[src/rtl/adc_seq_pkg.sv]
// Package: shared widths and select-code decoding for the A/D sequencer.
// Assumes a 3-bit select code; undefined codes report invalid.
package adc_seq_pkg;
    localparam int SEL_W   = 3;
    localparam int LG_W    = 3;
    localparam int PHASE_W = 4;

    // Decode a select code into log2 of the division ratio.
    function automatic logic [LG_W-1:0] sel_log2(input logic [SEL_W-1:0] code);
        case (code)
            3'b100:  return 3'd0;
            3'b000:  return 3'd1;
            3'b101:  return 3'd2;
            3'b001:  return 3'd3;
            3'b110:  return 3'd4;
            3'b010:  return 3'd5;
            default: return 3'd0;
        endcase
    endfunction

    // Report whether a select code is defined.
    function automatic logic sel_valid(input logic [SEL_W-1:0] code);
        return !(code == 3'b111 || code == 3'b011);
    endfunction
endpackage

[src/rtl/adc_start_decoder.sv]
// Start-bit decoder: stores the written start bit and the clock select.
// It produces a hold level while start is 1 and a one-cycle go pulse on 1->0.
// Assumes writes arrive as single-cycle wr_en strobes.
module adc_start_decoder
    import adc_seq_pkg::*;
(
    input  logic             clk,
    input  logic             rst_n,
    input  logic             wr_en,
    input  logic             wr_start,
    input  logic [SEL_W-1:0] wr_clk_sel,
    output logic [SEL_W-1:0] sel_q,
    output logic             hold,
    output logic             go
);
    logic start_q;
    logic start_d1;

    // Register the software-written start bit and select field.
    always_ff @(posedge clk) begin
        if (!rst_n) begin
            start_q <= 1'b0;
            sel_q   <= '0;
        end else if (wr_en) begin
            start_q <= wr_start;
            sel_q   <= wr_clk_sel;
        end
    end

    // Delay the start bit by one cycle for falling-edge detection.
    always_ff @(posedge clk) begin
        if (!rst_n) start_d1 <= 1'b0;
        else        start_d1 <= start_q;
    end

    // Hold while start is high; fire go on the completed high-low pulse.
    always_comb begin
        hold = start_q;
        go   = start_d1 && !start_q;
    end
endmodule

[src/rtl/adc_clk_prescaler.sv]
// Prescaler: emits one tick every 2**n cycles while run is high.
// The counter restarts from zero on restart. Undefined codes give no ticks.
// It also flags divisions whose period falls below the minimum.
module adc_clk_prescaler
    import adc_seq_pkg::*;
#(
    parameter longint SYS_HZ        = 8_000_000,
    parameter longint MIN_PERIOD_NS = 500,
    parameter int     CNT_W         = 5
) (
    input  logic             clk,
    input  logic             rst_n,
    input  logic [SEL_W-1:0] sel,
    input  logic             run,
    input  logic             restart,
    output logic             tick,
    output logic             too_fast
);
    logic [CNT_W-1:0] cnt;
    logic [CNT_W-1:0] div_m1;
    logic             valid;

    // Decode the terminal count and validity of the select code.
    always_comb begin
        valid  = sel_valid(sel);
        div_m1 = CNT_W'((32'd1 << sel_log2(sel)) - 32'd1);
        tick   = run && valid && (cnt == div_m1);
    end

    // Count system cycles inside one conversion-clock period.
    always_ff @(posedge clk) begin
        if (!rst_n || restart || !run || !valid) cnt <= '0;
        else if (cnt == div_m1)                  cnt <= '0;
        else                                     cnt <= cnt + 1'b1;
    end

    // Compare the selected period against the minimum allowed period.
    always_comb begin
        longint div_val;
        div_val  = longint'(1) << sel_log2(sel);
        too_fast = valid && ((div_val * 64'd1_000_000_000) < (MIN_PERIOD_NS * SYS_HZ));
    end
endmodule

[src/rtl/adc_conv_sequencer.sv]
// Sequencer: one sample period, NBITS decision periods (MSB first) and one
// finish period. Each period ends on a prescaler tick. Hold wins over go,
// and go wins over ticks.
module adc_conv_sequencer
    import adc_seq_pkg::*;
#(
    parameter int NBITS = 10
) (
    input  logic             clk,
    input  logic             rst_n,
    input  logic             hold,
    input  logic             go,
    input  logic             tick,
    input  logic             cmp_bit,
    input  logic             irq_clr,
    output logic             busy,
    output logic             eoc_n,
    output logic             capture,
    output logic             irq_flag,
    output logic [NBITS-1:0] result
);
    localparam logic [PHASE_W-1:0] LAST = PHASE_W'(NBITS + 1);

    logic [PHASE_W-1:0] phase;
    logic               finish;

    // Completion condition for the final period.
    always_comb finish = busy && tick && !hold && !go && (phase == LAST);

    // Step phases, hold or restart, and close the conversion.
    always_ff @(posedge clk) begin
        if (!rst_n) begin
            busy    <= 1'b0;
            phase   <= '0;
            eoc_n   <= 1'b1;
            capture <= 1'b0;
        end else begin
            capture <= 1'b0;
            if (hold) begin
                busy  <= 1'b0;
                phase <= '0;
                eoc_n <= 1'b1;
            end else if (go) begin
                busy  <= 1'b1;
                phase <= '0;
                eoc_n <= 1'b1;
            end else if (finish) begin
                busy    <= 1'b0;
                eoc_n   <= 1'b0;
                capture <= 1'b1;
            end else if (busy && tick) begin
                phase <= phase + 1'b1;
            end
        end
    end

    // Latch one comparator bit at the end of each decision period.
    always_ff @(posedge clk) begin
        if (!rst_n) begin
            result <= '0;
        end else if (busy && tick && !hold && !go && phase >= 1 && phase <= PHASE_W'(NBITS)) begin
            result[NBITS - int'(phase)] <= cmp_bit;
        end
    end

    // Sticky interrupt flag: completion wins over a software clear.
    always_ff @(posedge clk) begin
        if (!rst_n)       irq_flag <= 1'b0;
        else if (finish)  irq_flag <= 1'b1;
        else if (irq_clr) irq_flag <= 1'b0;
    end
endmodule

[src/rtl/adc_seq_ctrl.sv]
// Top: A/D start/end-of-conversion control. It joins the start decoder,
// the prescaler and the conversion sequencer. All outputs are registered
// except irq, conv_clk_en and too_fast.
module adc_seq_ctrl
    import adc_seq_pkg::*;
#(
    parameter int     NBITS         = 10,
    parameter longint SYS_HZ        = 8_000_000,
    parameter longint MIN_PERIOD_NS = 500
) (
    input  logic             clk,
    input  logic             rst_n,
    input  logic             wr_en,
    input  logic             wr_start,
    input  logic [SEL_W-1:0] wr_clk_sel,
    input  logic             wr_irq_clr,
    input  logic             irq_en,
    input  logic             cmp_bit,
    output logic             eoc_n,
    output logic             irq_flag,
    output logic             irq,
    output logic             conv_clk_en,
    output logic             capture,
    output logic [NBITS-1:0] result,
    output logic             too_fast
);
    logic [SEL_W-1:0] sel_q;
    logic             hold;
    logic             go;
    logic             busy;
    logic             tick;

    adc_start_decoder u_dec (
        .clk(clk), .rst_n(rst_n), .wr_en(wr_en), .wr_start(wr_start),
        .wr_clk_sel(wr_clk_sel), .sel_q(sel_q), .hold(hold), .go(go)
    );

    adc_clk_prescaler #(
        .SYS_HZ(SYS_HZ), .MIN_PERIOD_NS(MIN_PERIOD_NS)
    ) u_pre (
        .clk(clk), .rst_n(rst_n), .sel(sel_q), .run(busy),
        .restart(go || hold), .tick(tick), .too_fast(too_fast)
    );

    adc_conv_sequencer #(.NBITS(NBITS)) u_seq (
        .clk(clk), .rst_n(rst_n), .hold(hold), .go(go), .tick(tick),
        .cmp_bit(cmp_bit), .irq_clr(wr_en && wr_irq_clr), .busy(busy),
        .eoc_n(eoc_n), .capture(capture), .irq_flag(irq_flag), .result(result)
    );

    // Gate the interrupt request and expose the conversion clock enable.
    always_comb begin
        irq         = irq_flag && irq_en;
        conv_clk_en = tick;
    end
endmodule

[config.mk]
export PLATFORM = sky130hd
export DESIGN_NAME = adc_seq_ctrl
export DESIGN_NICKNAME = d
export VERILOG_FILES = /design/src/rtl/adc_seq_pkg.sv /design/src/rtl/adc_start_decoder.sv /design/src/rtl/adc_clk_prescaler.sv /design/src/rtl/adc_conv_sequencer.sv /design/src/rtl/adc_seq_ctrl.sv
export SDC_FILE = /design/constraint.sdc
export NUM_CORES = 1
export LEC_CHECK = 0
export BUFFER_PORTS_ARGS = -buffer_cell sky130_fd_sc_hd__clkbuf_2
export CAP_MARGIN = 20
export CORE_UTILIZATION = 56
export DETAILED_ROUTE_END_ITERATION = 12
export HOLD_SLACK_MARGIN = 0.08
export PLACE_DENSITY = 0.79
export RECOVER_POWER = 50
export SLEW_MARGIN = 10
export SYNTH_ARGS = -nofsm -noshare
export SYNTH_HDL_FRONTEND = slang
export SYNTH_SLANG_ARGS = --single-unit
[constraint.sdc]
create_clock -name clk -period 2.6 [get_ports clk]
set_input_delay 0.52 -clock clk [delete_from_list [all_inputs] [get_ports clk]]
set_output_delay 0.52 -clock clk [all_outputs]
set_load 0.05 [all_outputs]
## After elaboration in Yosys (flattened, before gate mapping)

Cells that the tools add are included.
Widths: inputs -> output; s select.

- Register bits after elaboration: 28
- Input port bits: 10
- Output and inout port bits: 16
- Logic and storage cells: 71

- Add/sub/neg operators: 4
- Multipliers: 1
- $lt $le $gt $ge: 5
- Eq/ne operators: 8
- Shifts and indexed selects: 2
- Mux-type cells: 9
- Bitwise logic cells: 2
- Reductions and logical operators: 30

Operators with widths:

| kind | number |
|---|---|
| $lt 64x32->1 const B | 1 |
| $mul 64x21->55 const B | 1 |
| $shl 1x3->64 const A | 1 |
| $ge 32x1->1 const B | 1 |
| $lt 32x6->1 const B | 1 |
| $pmux 3 s5 | 1 |
| $logic_and 1x1->1 | 13 |
| $bwmux 10 | 1 |
| $eq 3x3->1 const B | 3 |
| $eq 3x2->1 const B | 2 |
| $mux 1 | 6 |
| $add 5x1->5 const B | 1 |
| $eq 5x5->1 | 1 |
| $logic_not 1->1 | 5 |
| $logic_or 1x1->1 | 5 |
| $shl 1x3->5 const A | 1 |
| $sub 4x4->5 const A | 1 |
| $sub 5x1->5 const B | 1 |
| $add 4x1->4 const B | 1 |
| $demux 1 s4 | 1 |
| $eq 4x4->1 const B | 1 |
| $ge 4x1->1 const B | 1 |
| $le 4x4->1 const B | 1 |
| $reduce_bool 2->1 | 2 |
| other kinds (6) | 8 |

## Logic depth before layout (Yosys ltp)

Gate-level depths: netlist of run 1.

- Depth after elaboration: 12
- Mapped depth: 8

## Cells and area by module

A second synthesis of run 1 with hierarchy kept.

- Cells, all modules: 165
- Area total of the unflattened synthesis: 1566.5 um2

By module, submodules not included:

| module | times used | cells each | area each (um2) | seq. area each (um2) |
|---|---|---|---|---|
| adc_conv_sequencer | 1 | 101 | 959.7 | 360.3 |
| adc_clk_prescaler | 1 | 45 | 399.1 | 100.1 |
| adc_start_decoder | 1 | 16 | 188.9 | 100.1 |
| adc_seq_ctrl | 1 | 3 | 18.8 | 0.0 |

## Worst setup path after synthesis of run 1

OpenSTA, ideal clock, no wires.

- Path kind: register to output
- Start: register u_dec.sel_q[0]
- End: output port conv_clk_en
- Data arrival time: 2437 ps
- Slack: -357 ps
- Stages on the path, launching flop included: 8
- Buffers on the path: 0
- Path through: dfxtp_1 > inv_1 > ha_1 > a41oi_1 > o221ai_1 > a211o_4 > or2_1 > nor2_1

- Longest elaborated chain between the ends: 6

RTL lines:

| item | line | source |
|---|---|---|
| start: declaration | adc_start_decoder.sv:12 | `output logic [SEL_W-1:0] sel_q,` |
| start signal: assignment | adc_start_decoder.sv:26 | `sel_q <= wr_clk_sel;` |
| $eq 3x2->1, or another cell as far along | adc_seq_pkg.sv:10 | `case (code)` |
| $pmux 3 s5 | adc_seq_pkg.sv:10 |  |
| $shl 1x3->5 | adc_clk_prescaler.sv:26 | `div_m1 = CNT_W'((32'd1 << sel_log2(sel)) - 32'd1);` |
| $sub 5x1->5 | adc_clk_prescaler.sv:26 |  |
| $eq 5x5->1 | adc_clk_prescaler.sv:27 | `tick = run && valid && (cnt == div_m1);` |
| $logic_and 1x1->1 (*) | adc_clk_prescaler.sv:27 |  |
| end: declaration | adc_seq_ctrl.sv:22 | `output logic conv_clk_en,` |

Mark *: on every way between the ends. The rest lies on a longest branch, timed or not.

## Worst setup path in the final report of run 1

Ends and elaborated chain as after synthesis.

==> results.toml, run 1 <==
[run_status]
status = "finished, violations left"
failed_checks = "DRC, setup timing"

[setup_path]
reg2reg_to = "u_seq.result[0]"
timing.critical_path.from_type = "register"
critPathMaxFanout = 4
crit_path_end_kind = "output pin"
worstPathArrival_ns = 2.14
timing.rr.start = "u_seq.phase[0]"
worst_r2r_path_depth = 6
worst_ep_required_time_ns = 2.08
ff2ff_setup_slack_ns = 0.30
setup.worst_path.class = "register to output pin"

[global_routing]
grt_usage_pct = 24.73
grt-ovfl-total = 0
global_route_wire_length_before_repair_um = 6189
antenna_found_initial = 0
first_global_vias = 1322
pin_count_of_the_biggest_net_entering_global_routing = 21

[synthesis]
synth.cell_area_um2 = 1680
yosys.area_share.adder_pct = 9.680
synth.largest_area_cell = "sky130_fd_sc_hd__dfxtp_1"
syn-num-nets = 202
synth_enable_flop_cells = 0
postSynthRegisterBits = 28
synth.mux.area_fraction_pct = 10.72
avgSynthCellArea_um2 = 9.387
synth_simple_gate_area_share_pct = 28.44
async_reset_ff_share_pct = 0
synth_top_area_cells = "sky130_fd_sc_hd__dfxtp_1 (33%), sky130_fd_sc_hd__mux2i_1 (11%), sky130_fd_sc_hd__ha_1 (9.7%)"
synth_flop_cell = "sky130_fd_sc_hd__dfxtp_1"
synth_top_area_share_pct = 33.36
synth-seq-area-share_pct = 33.36
synth_compound_gate_area_share_pct = 9.754
yosys_warnings = 0
synthesis.instances = 179
post_synth_num_cell_types = 42
synth_top_family_by_area = "simple AND/OR/NAND/NOR gates"
synth_xor_area_share_pct = 2.606

[placed_design]
routabilityCongestion = 0.8240
detailedPlacementHpwl_um = 2579
io_buffers = 25
placed_cells = 231

[die]
design.die.area_um2 = 3224
io_pins = 26
die_height_um = 56.78
starting_utilization_of_the_core_area_pct = 59.90
row_count = 19
floorplan.die.width_um = 56.78
placeableCoreArea_um2 = 2805

[timing]
fmax_ghz = 0.3753
slew_at_the_pin_closest_to_its_max_slew_limit_ns = 0.7687
relSlewSlack_pct = 48.75
finalCriticalPeriod_ns = 2.664
finalClockSkew_ns = 0.005055
tns_ns = -0.06426
report.final.setup_viol = 1
timing.final.hold_violations = 0
grt_setup_unrepaired = "yes"
finalMaxSlewViolations = 0
layout_worst_path_cycle_share_pct = 102.5
post-route-worst-setup-slack_ns = -0.06426

[clock_tree]
tritoncts.num_buffers = 3
cts.path.max_buffers = 2
clock_insertion_delay_worst_skew_ns = 0.33
clkTransAtPathRegs_ns = 0.15
cts.htree.levels = 1
clock-root-buffer = "sky130_fd_sc_hd__clkbuf_4"
clock_tree_from_tritoncts = "done"
cts.sinks = 28

[layout]
drive_gt1_share_pct = 24.64
post_layout_nonfiller_instances = 238
insertedDiodeCount = 0
area_growth_pct = 18.02
fill_cells = 215
finish.utilization_pct = 70.70
nets = 231

[detailed_routing]
vias = 1412
viasPerCell = 5.933
detail_route.wirelength_um = 3622
wl_per_cell_um = 15.22
drc = 2
post_drt_antenna_nets = 0
dr.first_iter.drc_count = 31
drt-pass1-iter-count = 9

[flow_run]
max_cap_viol_count = 0

[min_path]
timing.hold.worst_path_depth = 3
worst_hold_path_type = "input pin to register"
holdPathEnd = "u_dec.sel_q[0]"
worst_hold_startpoint = "wr_clk_sel[0]"

[power]
power.density_cell_area_nw_per_um2 = 401.6
power.static_leakage_nw = 0.6841
peak_supply_drop_mv = 0.2633
registers in the layout, summed over array words and instances (netlist names):
register        count
u_pre.cnt           5
u_seq.phase         4
u_seq.irq_flag      1
u_seq.capture       1
u_seq.result       10
u_seq.eoc_n         1
u_dec.start_d1      1
u_seq.busy          1
u_dec.sel_q         3
u_dec.hold          1
cells by family after synthesis:
family,after synthesis
buffers and inverters,19
AND/OR/NAND/NOR,77
multiplexers,18
AO/OA/AOI/OAI,19
adder cells (fa/ha/maj),13
flip-flops,28
XOR/XNOR,5
placed cells by master (no fill, tap or decap), types with 4 or more instances in the layout:
| cell type | n |
|---|---|
| sky130_fd_sc_hd__nand2_1 | 20 |
| sky130_fd_sc_hd__clkbuf_2 | 8 |
| sky130_fd_sc_hd__ha_1 | 10 |
| sky130_fd_sc_hd__nor4_1 | 5 |
| sky130_fd_sc_hd__clkbuf_1 | 16 |
| sky130_fd_sc_hd__inv_1 | 7 |
| sky130_fd_sc_hd__dfxtp_1 | 26 |
| sky130_fd_sc_hd__buf_4 | 8 |
| sky130_fd_sc_hd__nor2_1 | 10 |
| sky130_fd_sc_hd__nor4b_2 | 4 |
| sky130_fd_sc_hd__mux2i_1 | 17 |
| sky130_fd_sc_hd__nor4_2 | 7 |
| sky130_fd_sc_hd__nor2b_1 | 5 |
| sky130_fd_sc_hd__nand3_1 | 8 |
worst max-delay path, cell delays in order (launching register included):
cell and delay [ns]:
sky130_fd_sc_hd__dfxtp_2 0.39, sky130_fd_sc_hd__inv_4 0.06, sky130_fd_sc_hd__ha_4 0.26, sky130_fd_sc_hd__a41oi_2 0.20, sky130_fd_sc_hd__o221ai_2 0.13, sky130_fd_sc_hd__a211o_4 0.28, sky130_fd_sc_hd__or2_4 0.25, sky130_fd_sc_hd__nor2_4 0.09
sky130_fd_sc_hd__buf_8 0.15
area by class of cell:
class                      count  area [µm²]  share of cell area [%]
multi-input combinational    132        1120                   56.47
sequential                    28       563.0                   28.39
timing repair buffer          34       186.4                   9.401
inverter                       9       38.79                   1.956
tap                           31       38.79                   1.956
clock buffer                   4       36.28                   1.830
synth_stat cells (all sizes together), types with 2 or more instances:
master / count
a211oi: 2
buf: 6
mux2i: 18
nand2: 20
clkbuf: 4
and3: 2
nand3: 8
o21ai: 5
nor2b: 5
nand2b: 3
o31ai: 2
nor3: 3
dfxtp: 28
and2: 3
inv: 9
xnor2: 4
ha: 13
nor4b: 4
nor4: 12
nor2: 11
layer usage:
layer / vias up / global-route usage [%] / wire length (µm)
li1: 687 / - / -
met1: 681 / 32.86 / 1620
met2: 37 / 39.97 / 1807
met3: 7 / 4.378 / 152
met4: 0 / 9.408 / 41
met5: - / 0 / 0
stage by stage:
stage          setup WS, ns  area (µm²)  power, mW  hold WS, ns
4_1_cts            -0.05278        1994     0.7969       0.4287
3_3_place_gp        0.05753        1839     0.5543       0.4449
3_5_place_dp      -0.008801        1839     0.5612       0.4542
6_report           -0.06426        1983     0.7965       0.4327
2_1_floorplan     0.0002076        1688     0.5337       0.4459
5_1_grt             -0.1661        1983     0.8291       0.4505
power breakdown:
| part | internal (mW) | switching (mW) | leakage (nW) |
|---|---|---|---|
| clock network | 0.0859 | 0.130 | 0.0210 |
| registers | 0.435 | 0.00742 | 0.227 |
| logic | 0.0567 | 0.0810 | 0.436 |
worst max-delay path by stage:
stage / cells after the start / from / endpoint / slack, ns
final: 8 / u_dec.sel_q[0] / conv_clk_en / -0.06
after global routing: 8 / u_dec.sel_q[0] / conv_clk_en / -0.17
after CTS: 8 / u_dec.sel_q[1] / conv_clk_en / -0.05
after detailed placement: 8 / u_dec.sel_q[0] / conv_clk_en / -0.009
after global placement: 8 / u_dec.sel_q[0] / conv_clk_en / 0.06
after floorplan: 7 / u_dec.sel_q[0] / conv_clk_en / 0.0002
timing repair:
item / 4_1_cts / 5_1_grt
pin swaps: 4 / 4
setup buffers: 3 / 0
hold buffers: 0 / 0
resized for setup: 21 / 2
endpoints found under the setup margin: 1 / 1
Note: power is estimated with default switching activity, not from simulation.
==> run 2: changes to the inputs <==
--- a/config.mk
+++ b/config.mk
@@ -10,6 +10,7 @@
 export CORE_UTILIZATION = 56
 export DETAILED_ROUTE_END_ITERATION = 12
 export HOLD_SLACK_MARGIN = 0.08
+export MAX_ROUTING_LAYER = met4
 export PLACE_DENSITY = 0.79
 export RECOVER_POWER = 50
 export SLEW_MARGIN = 10
==> results.toml, run 2 (synthesized netlist as in run 1, its figures left out) <==
[run_status]
status = "finished, violations left"
failed_checks = "DRC, setup timing"

[global_routing]
grt-ovfl-total = 0
pin_count_of_the_biggest_net_entering_global_routing = 21
first_global_vias = 1323
global_route_wire_length_before_repair_um = 6196
grt_usage_pct = 25.42
antenna_found_initial = 0

[setup_path]
setup.worst_path.class = "register to output pin"
ff2ff_setup_slack_ns = 0.30
worst_r2r_path_depth = 6
crit_path_end_kind = "output pin"
setup.worst_path.start = "u_dec.sel_q[0]"
timing.rr.start = "u_seq.phase[0]"
timing.critical_path.from_type = "register"
delay_of_the_slowest_cell_on_the_worst_path_ns = 0.39
critical_path.cell_chain = "inv_4 -> ha_4 -> a41oi_2 -> o221ai_2 -> a211o_4 -> or2_4 -> nor2_4 -> buf_8"
worst_ep_required_time_ns = 2.08
critPathMaxFanout = 4
worstPathArrival_ns = 2.15
reg2reg_to = "u_seq.result[0]"
critPathSlowestCell = "sky130_fd_sc_hd__dfxtp_2"

[placed_design]
io_buffers = 25
detailedPlacementHpwl_um = 2579
preCtsSetupSlack_ns = -0.008801
placed_cells = 231
routabilityCongestion = 0.8365
place_area_um2 = 1839

[layout]
insertedDiodeCount = 0
biggest_registers_after_layout = "u_seq.result x10, u_pre.cnt x5, u_seq.phase x4"
largest_register_ff_count = 10
registers.top_by_ff_count = "u_seq.result"
layout.cells.most_common_list = "sky130_fd_sc_hd__dfxtp_1 (26), sky130_fd_sc_hd__nand2_1 (20), sky130_fd_sc_hd__mux2i_1 (17)"
post_layout_nonfiller_instances = 238
area_growth_pct = 18.02
finish.utilization_pct = 70.70
post-route-cell-area_um2 = 1983
drive_gt1_share_pct = 24.64
final_common_cell = "sky130_fd_sc_hd__dfxtp_1"
nets = 231

[clock_tree]
cts.htree.levels = 1
tritoncts.num_buffers = 3
cts.path.max_buffers = 2
clkTransAtPathRegs_ns = 0.15
clock_tree_from_tritoncts = "done"
clock-root-buffer = "sky130_fd_sc_hd__clkbuf_4"
clock_insertion_delay_worst_skew_ns = 0.33
cts.sinks = 28

[timing]
report.final.setup_viol = 1
relSlewSlack_pct = 48.51
layout_worst_path_cycle_share_pct = 102.5
finalClockSkew_ns = 0.005076
post-route-worst-setup-slack_ns = -0.06536
finalMaxSlewViolations = 0
finalCriticalPeriod_ns = 2.665
timing.final.hold_violations = 0
tns_ns = -0.06536
finalHoldWorstSlack_ns = 0.4337
slew_at_the_pin_closest_to_its_max_slew_limit_ns = 0.7723
fmax_ghz = 0.3752
grt_setup_unrepaired = "yes"

[die]
row_count = 19
floorplan.die.width_um = 56.78
io_pins = 26
design.die.area_um2 = 3224
starting_utilization_of_the_core_area_pct = 59.90
die_height_um = 56.78
placeableCoreArea_um2 = 2805

[power]
switching_share_pct = 27.50
net-switching-power_mw = 0.2191
power.static_leakage_nw = 0.6841
clockPowerShare_pct = 27.1
design_power_total_mw = 0.7967
peak_supply_drop_mv = 0.2633
power.density_cell_area_nw_per_um2 = 401.7
internal_power_mw = 0.5776
comb_power_share_pct = 17.4
sequentialPowerShare_pct = 55.5

[detailed_routing]
drt-pass1-iter-count = 8
vias = 1415
post_drt_antenna_nets = 0
viasPerCell = 5.945
wl_per_cell_um = 15.29
drc = 2
detail_route.wirelength_um = 3639
dr.first_iter.drc_count = 33

[flow_run]
max_cap_viol_count = 0

[min_path]
worst_hold_path_type = "input pin to register"
timing.hold.worst_path_depth = 3
worst_hold_startpoint = "wr_clk_sel[0]"
holdPathEnd = "u_dec.sel_q[0]"
==> run 2: cell counts in the layout (fill, tap and decap cells not counted) <==
No cell type changed its count.
==> run 2: layout make-up <==
cell class	instances	area [µm²]
multi-input cells	132	1120
repair buffers	34	186.4
well taps	31	38.79
inverters	9	38.79
clock buffers	4	36.28
flip-flops and latches	28	563.0
fillers	215	822.0
==> run 2: timing repair <==
action | CTS | global route
buffers inserted | 3 | 0
hold buffers | 0 | 0
pin swaps | 4 | 4
resized for setup | 21 | 2
setup endpoints to repair | 1 | 1
==> run 2: worst max-delay path by stage <==
stage,to
3_5_place_dp,conv_clk_en
5_1_grt,conv_clk_en
4_1_cts,conv_clk_en
2_1_floorplan,conv_clk_en
6_report,conv_clk_en
3_3_place_gp,conv_clk_en
==> run 2: power groups by stage <==
stage,Sequential (mW),Combinational [mW],Clock (mW)
2_1_floorplan,0.449,0.0850,0
3_3_place_gp,0.448,0.106,0
3_5_place_dp,0.449,0.112,0
4_1_cts,0.442,0.134,0.221
5_1_grt,0.443,0.148,0.238
6_report,0.442,0.138,0.216
==> run 2: worst max-delay path: cells and delay by family, from the launching register on <==
family | cells | cell delay, ns
DFF | 1 | 0.39
buffers and inverters | 2 | 0.21
adders and majority gates | 1 | 0.26
and+or+nand+nor | 2 | 0.34
AOI/OAI and AO/OA | 3 | 0.61
==> run 2: routing by layer <==
metal	vias to the layer above	GRT usage, %	wire [µm]
li1	686	-	-
met3	7	4.378	160
met5	-	-	0
met1	679	33.00	1623
met2	43	39.80	1814
met4	0	9.408	41
==> run 3: changes to the inputs <==
--- a/config.mk
+++ b/config.mk
@@ -5,9 +5,12 @@
 export SDC_FILE = /design/constraint.sdc
 export NUM_CORES = 1
 export LEC_CHECK = 0
+export ABC_AREA = 1
 export BUFFER_PORTS_ARGS = -buffer_cell sky130_fd_sc_hd__clkbuf_2
 export CAP_MARGIN = 20
+export CORE_MARGIN = 5
 export CORE_UTILIZATION = 56
+export CTS_CLUSTER_SIZE = 8
 export DETAILED_ROUTE_END_ITERATION = 12
 export HOLD_SLACK_MARGIN = 0.08
 export MAX_ROUTING_LAYER = met4
==> results.toml, run 3 <==
[detailed_routing]
post_drt_antenna_nets = 0
wl_per_cell_um = 11.22
viasPerCell = 4.972
vias = 1606
detail_route.wirelength_um = 3624
dr.first_iter.drc_count = 107
drc = 0
drt-pass1-iter-count = 4

[clock_tree]
clkTransAtPathRegs_ns = 0.16
hold_buffers = 0
cts.htree.levels = 1
tritoncts.num_buffers = 3
clock_tree_from_tritoncts = "done"
clock-root-buffer = "sky130_fd_sc_hd__clkbuf_4"
clock_insertion_delay_worst_skew_ns = 0.33
cts.path.max_buffers = 2
cts.sinks = 28

[die]
design.die.area_um2 = 4244
io_pins = 26
row_count = 20
die_height_um = 65.15
floorplan.die.width_um = 65.15
starting_utilization_of_the_core_area_pct = 57.18
placeableCoreArea_um2 = 2978

[setup_path]
critPathMostFrequentCell = "sky130_fd_sc_hd__inv_2"
critPathSlowestCell = "sky130_fd_sc_hd__dfxtp_2"
critical_path.cell_chain = "inv_2 -> ha_4 -> inv_2 -> nand2_1 -> nand2_1 -> nor2_2 -> nand3_1 -> nor2_2 -> and2_4 -> nand2_2 -> inv_2 -> buf_8"
crit_path_end_kind = "output pin"
timing.critical_path.from_type = "register"
delay_of_the_slowest_cell_on_the_worst_path_ns = 0.37
setup.worst_path.class = "register to output pin"
cp.buffers_inverters = 4
cpLargestDelayFamily = "simple AND/OR/NAND/NOR gates"
critPathMaxFanout = 4
worstPathArrival_ns = 2.06
worst_ep_required_time_ns = 2.08

[run_status]
status = "complete, no violations"

[flow_run]
max_cap_viol_count = 0

[power]
peak_supply_drop_mv = 0.2691
power.static_leakage_nw = 0.8839
power.density_cell_area_nw_per_um2 = 391.9

[layout]
nets = 314
registers.top_by_ff_count = "u_seq.result"
largest_register_ff_count = 10
insertedDiodeCount = 0
drive_gt1_share_pct = 12.41
biggest_registers_after_layout = "u_seq.result x10, u_pre.cnt x5, u_seq.phase x4"
layout.cells.most_common_list = "sky130_fd_sc_hd__nand2_1 (54), sky130_fd_sc_hd__inv_1 (53), sky130_fd_sc_hd__nor2_1 (34)"
post-route-cell-area_um2 = 1948
final_common_cell = "sky130_fd_sc_hd__nand2_1"
area_growth_pct = 14.40
area.sequential_um2 = 563.0
fill_cells = 281
multi_input_logic_area_um2 = 929.6
finish.utilization_pct = 65.42

[global_routing]
global_route_wire_length_before_repair_um = 6265
grt_usage_pct = 18.52
grt-ovfl-total = 0
first_global_vias = 1512
pin_count_of_the_biggest_net_entering_global_routing = 18
antenna_found_initial = 0

[synthesis]
synth_top_area_share_pct = 32.92
avgSynthCellArea_um2 = 6.575
synth_commonest_cells = "sky130_fd_sc_hd__inv_1 (57), sky130_fd_sc_hd__nand2_1 (55), sky130_fd_sc_hd__nor2_1 (34), sky130_fd_sc_hd__dfxtp_1 (28), sky130_fd_sc_hd__nand3_1 (21)"
synth_flop_cell = "sky130_fd_sc_hd__dfxtp_1"
postSynthRegisterBits = 28
synth_top_area_cells = "sky130_fd_sc_hd__dfxtp_1 (33%), sky130_fd_sc_hd__inv_1 (13%), sky130_fd_sc_hd__nand2_1 (12%)"
yosys_warnings = 0
synth-seq-area-share_pct = 32.92
synthesis.instances = 259
syn-num-nets = 282
synth_enable_flop_cells = 0
synth.cell_area_um2 = 1703
top_count_cell_post_synth = "sky130_fd_sc_hd__inv_1"
post_synth_num_cell_types = 26
synth.largest_area_cell = "sky130_fd_sc_hd__dfxtp_1"
async_reset_ff_share_pct = 0

[timing]
timing.final.hold_violations = 0
grt_setup_unrepaired = "yes"
tns_ns = 0
finalHoldWorstSlack_ns = 0.4512
layout_worst_path_cycle_share_pct = 99.18
finalClockSkew_ns = 0.008908
finalCriticalPeriod_ns = 2.579
finalMaxSlewViolations = 0
relSlewSlack_pct = 50.83
slew_at_the_pin_closest_to_its_max_slew_limit_ns = 0.7376
report.final.setup_viol = 0
fmax_ghz = 0.3878

[placed_design]
place_area_um2 = 1857
routabilityCongestion = 0.8823
io_buffers = 25
detailedPlacementHpwl_um = 2506

[min_path]
worst_hold_path_type = "input pin to register"
==> run 3: changes by cell type after synthesis, moves of 5 or more <==
cell / delta
sky130_fd_sc_hd__inv_1: +48
sky130_fd_sc_hd__nand2_1: +35
sky130_fd_sc_hd__nor2_1: +23
sky130_fd_sc_hd__mux2i_1: -18
sky130_fd_sc_hd__nand3_1: +13
sky130_fd_sc_hd__nand4_1: +11
sky130_fd_sc_hd__a21oi_1: +9
sky130_fd_sc_hd__nor4_2: -7
sky130_fd_sc_hd__nor2b_1: -5
==> run 3: routing by layer <==
| metal | global-route usage, % | part of all wire (%) | vias to the layer above |
|---|---|---|---|
| li1 | - | - | 860 |
| met1 | 23.70 | 48 | 694 |
| met2 | 30.01 | 46 | 46 |
| met3 | 2.735 | 4.5 | 6 |
| met4 | 6.477 | 1.3 | 0 |
| met5 | - | 0 | - |
==> run 3: worst register-to-register path, cell delays in order, from the launching register on <==
cell and delay, ns:
sky130_fd_sc_hd__dfxtp_2 0.37, sky130_fd_sc_hd__inv_2 0.07, sky130_fd_sc_hd__ha_4 0.28, sky130_fd_sc_hd__inv_2 0.04, sky130_fd_sc_hd__nand2_1 0.07, sky130_fd_sc_hd__nand2_1 0.09
sky130_fd_sc_hd__nor2_2 0.10, sky130_fd_sc_hd__nand3_1 0.08, sky130_fd_sc_hd__nor2_2 0.16, sky130_fd_sc_hd__nand4_2 0.12, sky130_fd_sc_hd__nor2_2 0.39, sky130_fd_sc_hd__nand3_1 0.14
sky130_fd_sc_hd__nand2_1 0.08, sky130_fd_sc_hd__inv_1 0.04, sky130_fd_sc_hd__nor2_1 0.08
==> run 3: layout make-up <==
| type | count | share of cell area (%) |
|---|---|---|
| repair buffers | 30 | 7.900 |
| well taps | 33 | 2.119 |
| multi-input cells | 169 | 47.72 |
| flip-flops and latches | 28 | 28.90 |
| inverters | 59 | 11.50 |
| clock buffers | 4 | 1.863 |
==> run 3: metrics by stage <==
stage          power [mW]  instances  setup WS [ns]
4_1_cts            0.7526        321       0.005121
2_1_floorplan      0.5113        259         0.3316
6_report           0.7635        323        0.02140
3_3_place_gp       0.5297        315         0.2796
5_1_grt            0.8035        323       -0.05262
3_5_place_dp       0.5320        315         0.1703
==> run 3: logic make-up after synthesis <==
family / Yosys count / share of synthesized area (%)
flip-flops: 28 / 32.92
AO/OA/AOI/OAI: 18 / 6.026
XOR/XNOR: 5 / 2.572
buffers and inverters: 62 / 14.18
AND/OR/NAND/NOR: 133 / 34.75
adder cells (fa/ha/maj): 13 / 9.552
==> run 3: path summary, 6_finish.rpt <==
path	from	depth (start not counted)	slack, ns	to
worst max register to register	u_dec.sel_q[1]	14	0.42	u_seq.result[3]
worst min register to register	u_dec.hold	2	0.46	u_dec.start_d1
worst max-delay path	u_dec.sel_q[1]	12	0.02	conv_clk_en
worst min-delay path	wr_irq_clr	4	0.45	u_seq.irq_flag
==> run 3: timing repair <==
action	in CTS	in global routing
cloned	0	0
pin swaps	0	6
setup buffers	2	2
setup endpoints to repair	1	1
endpoints found under the hold margin	0	0
gates resized for setup	7	8
==> run 3: power by group <==
part,switching [mW],internal [mW],total [mW]
combinational,0.0647,0.0393,0.104
sequential,0.00516,0.436,0.441
clock,0.133,0.0858,0.218
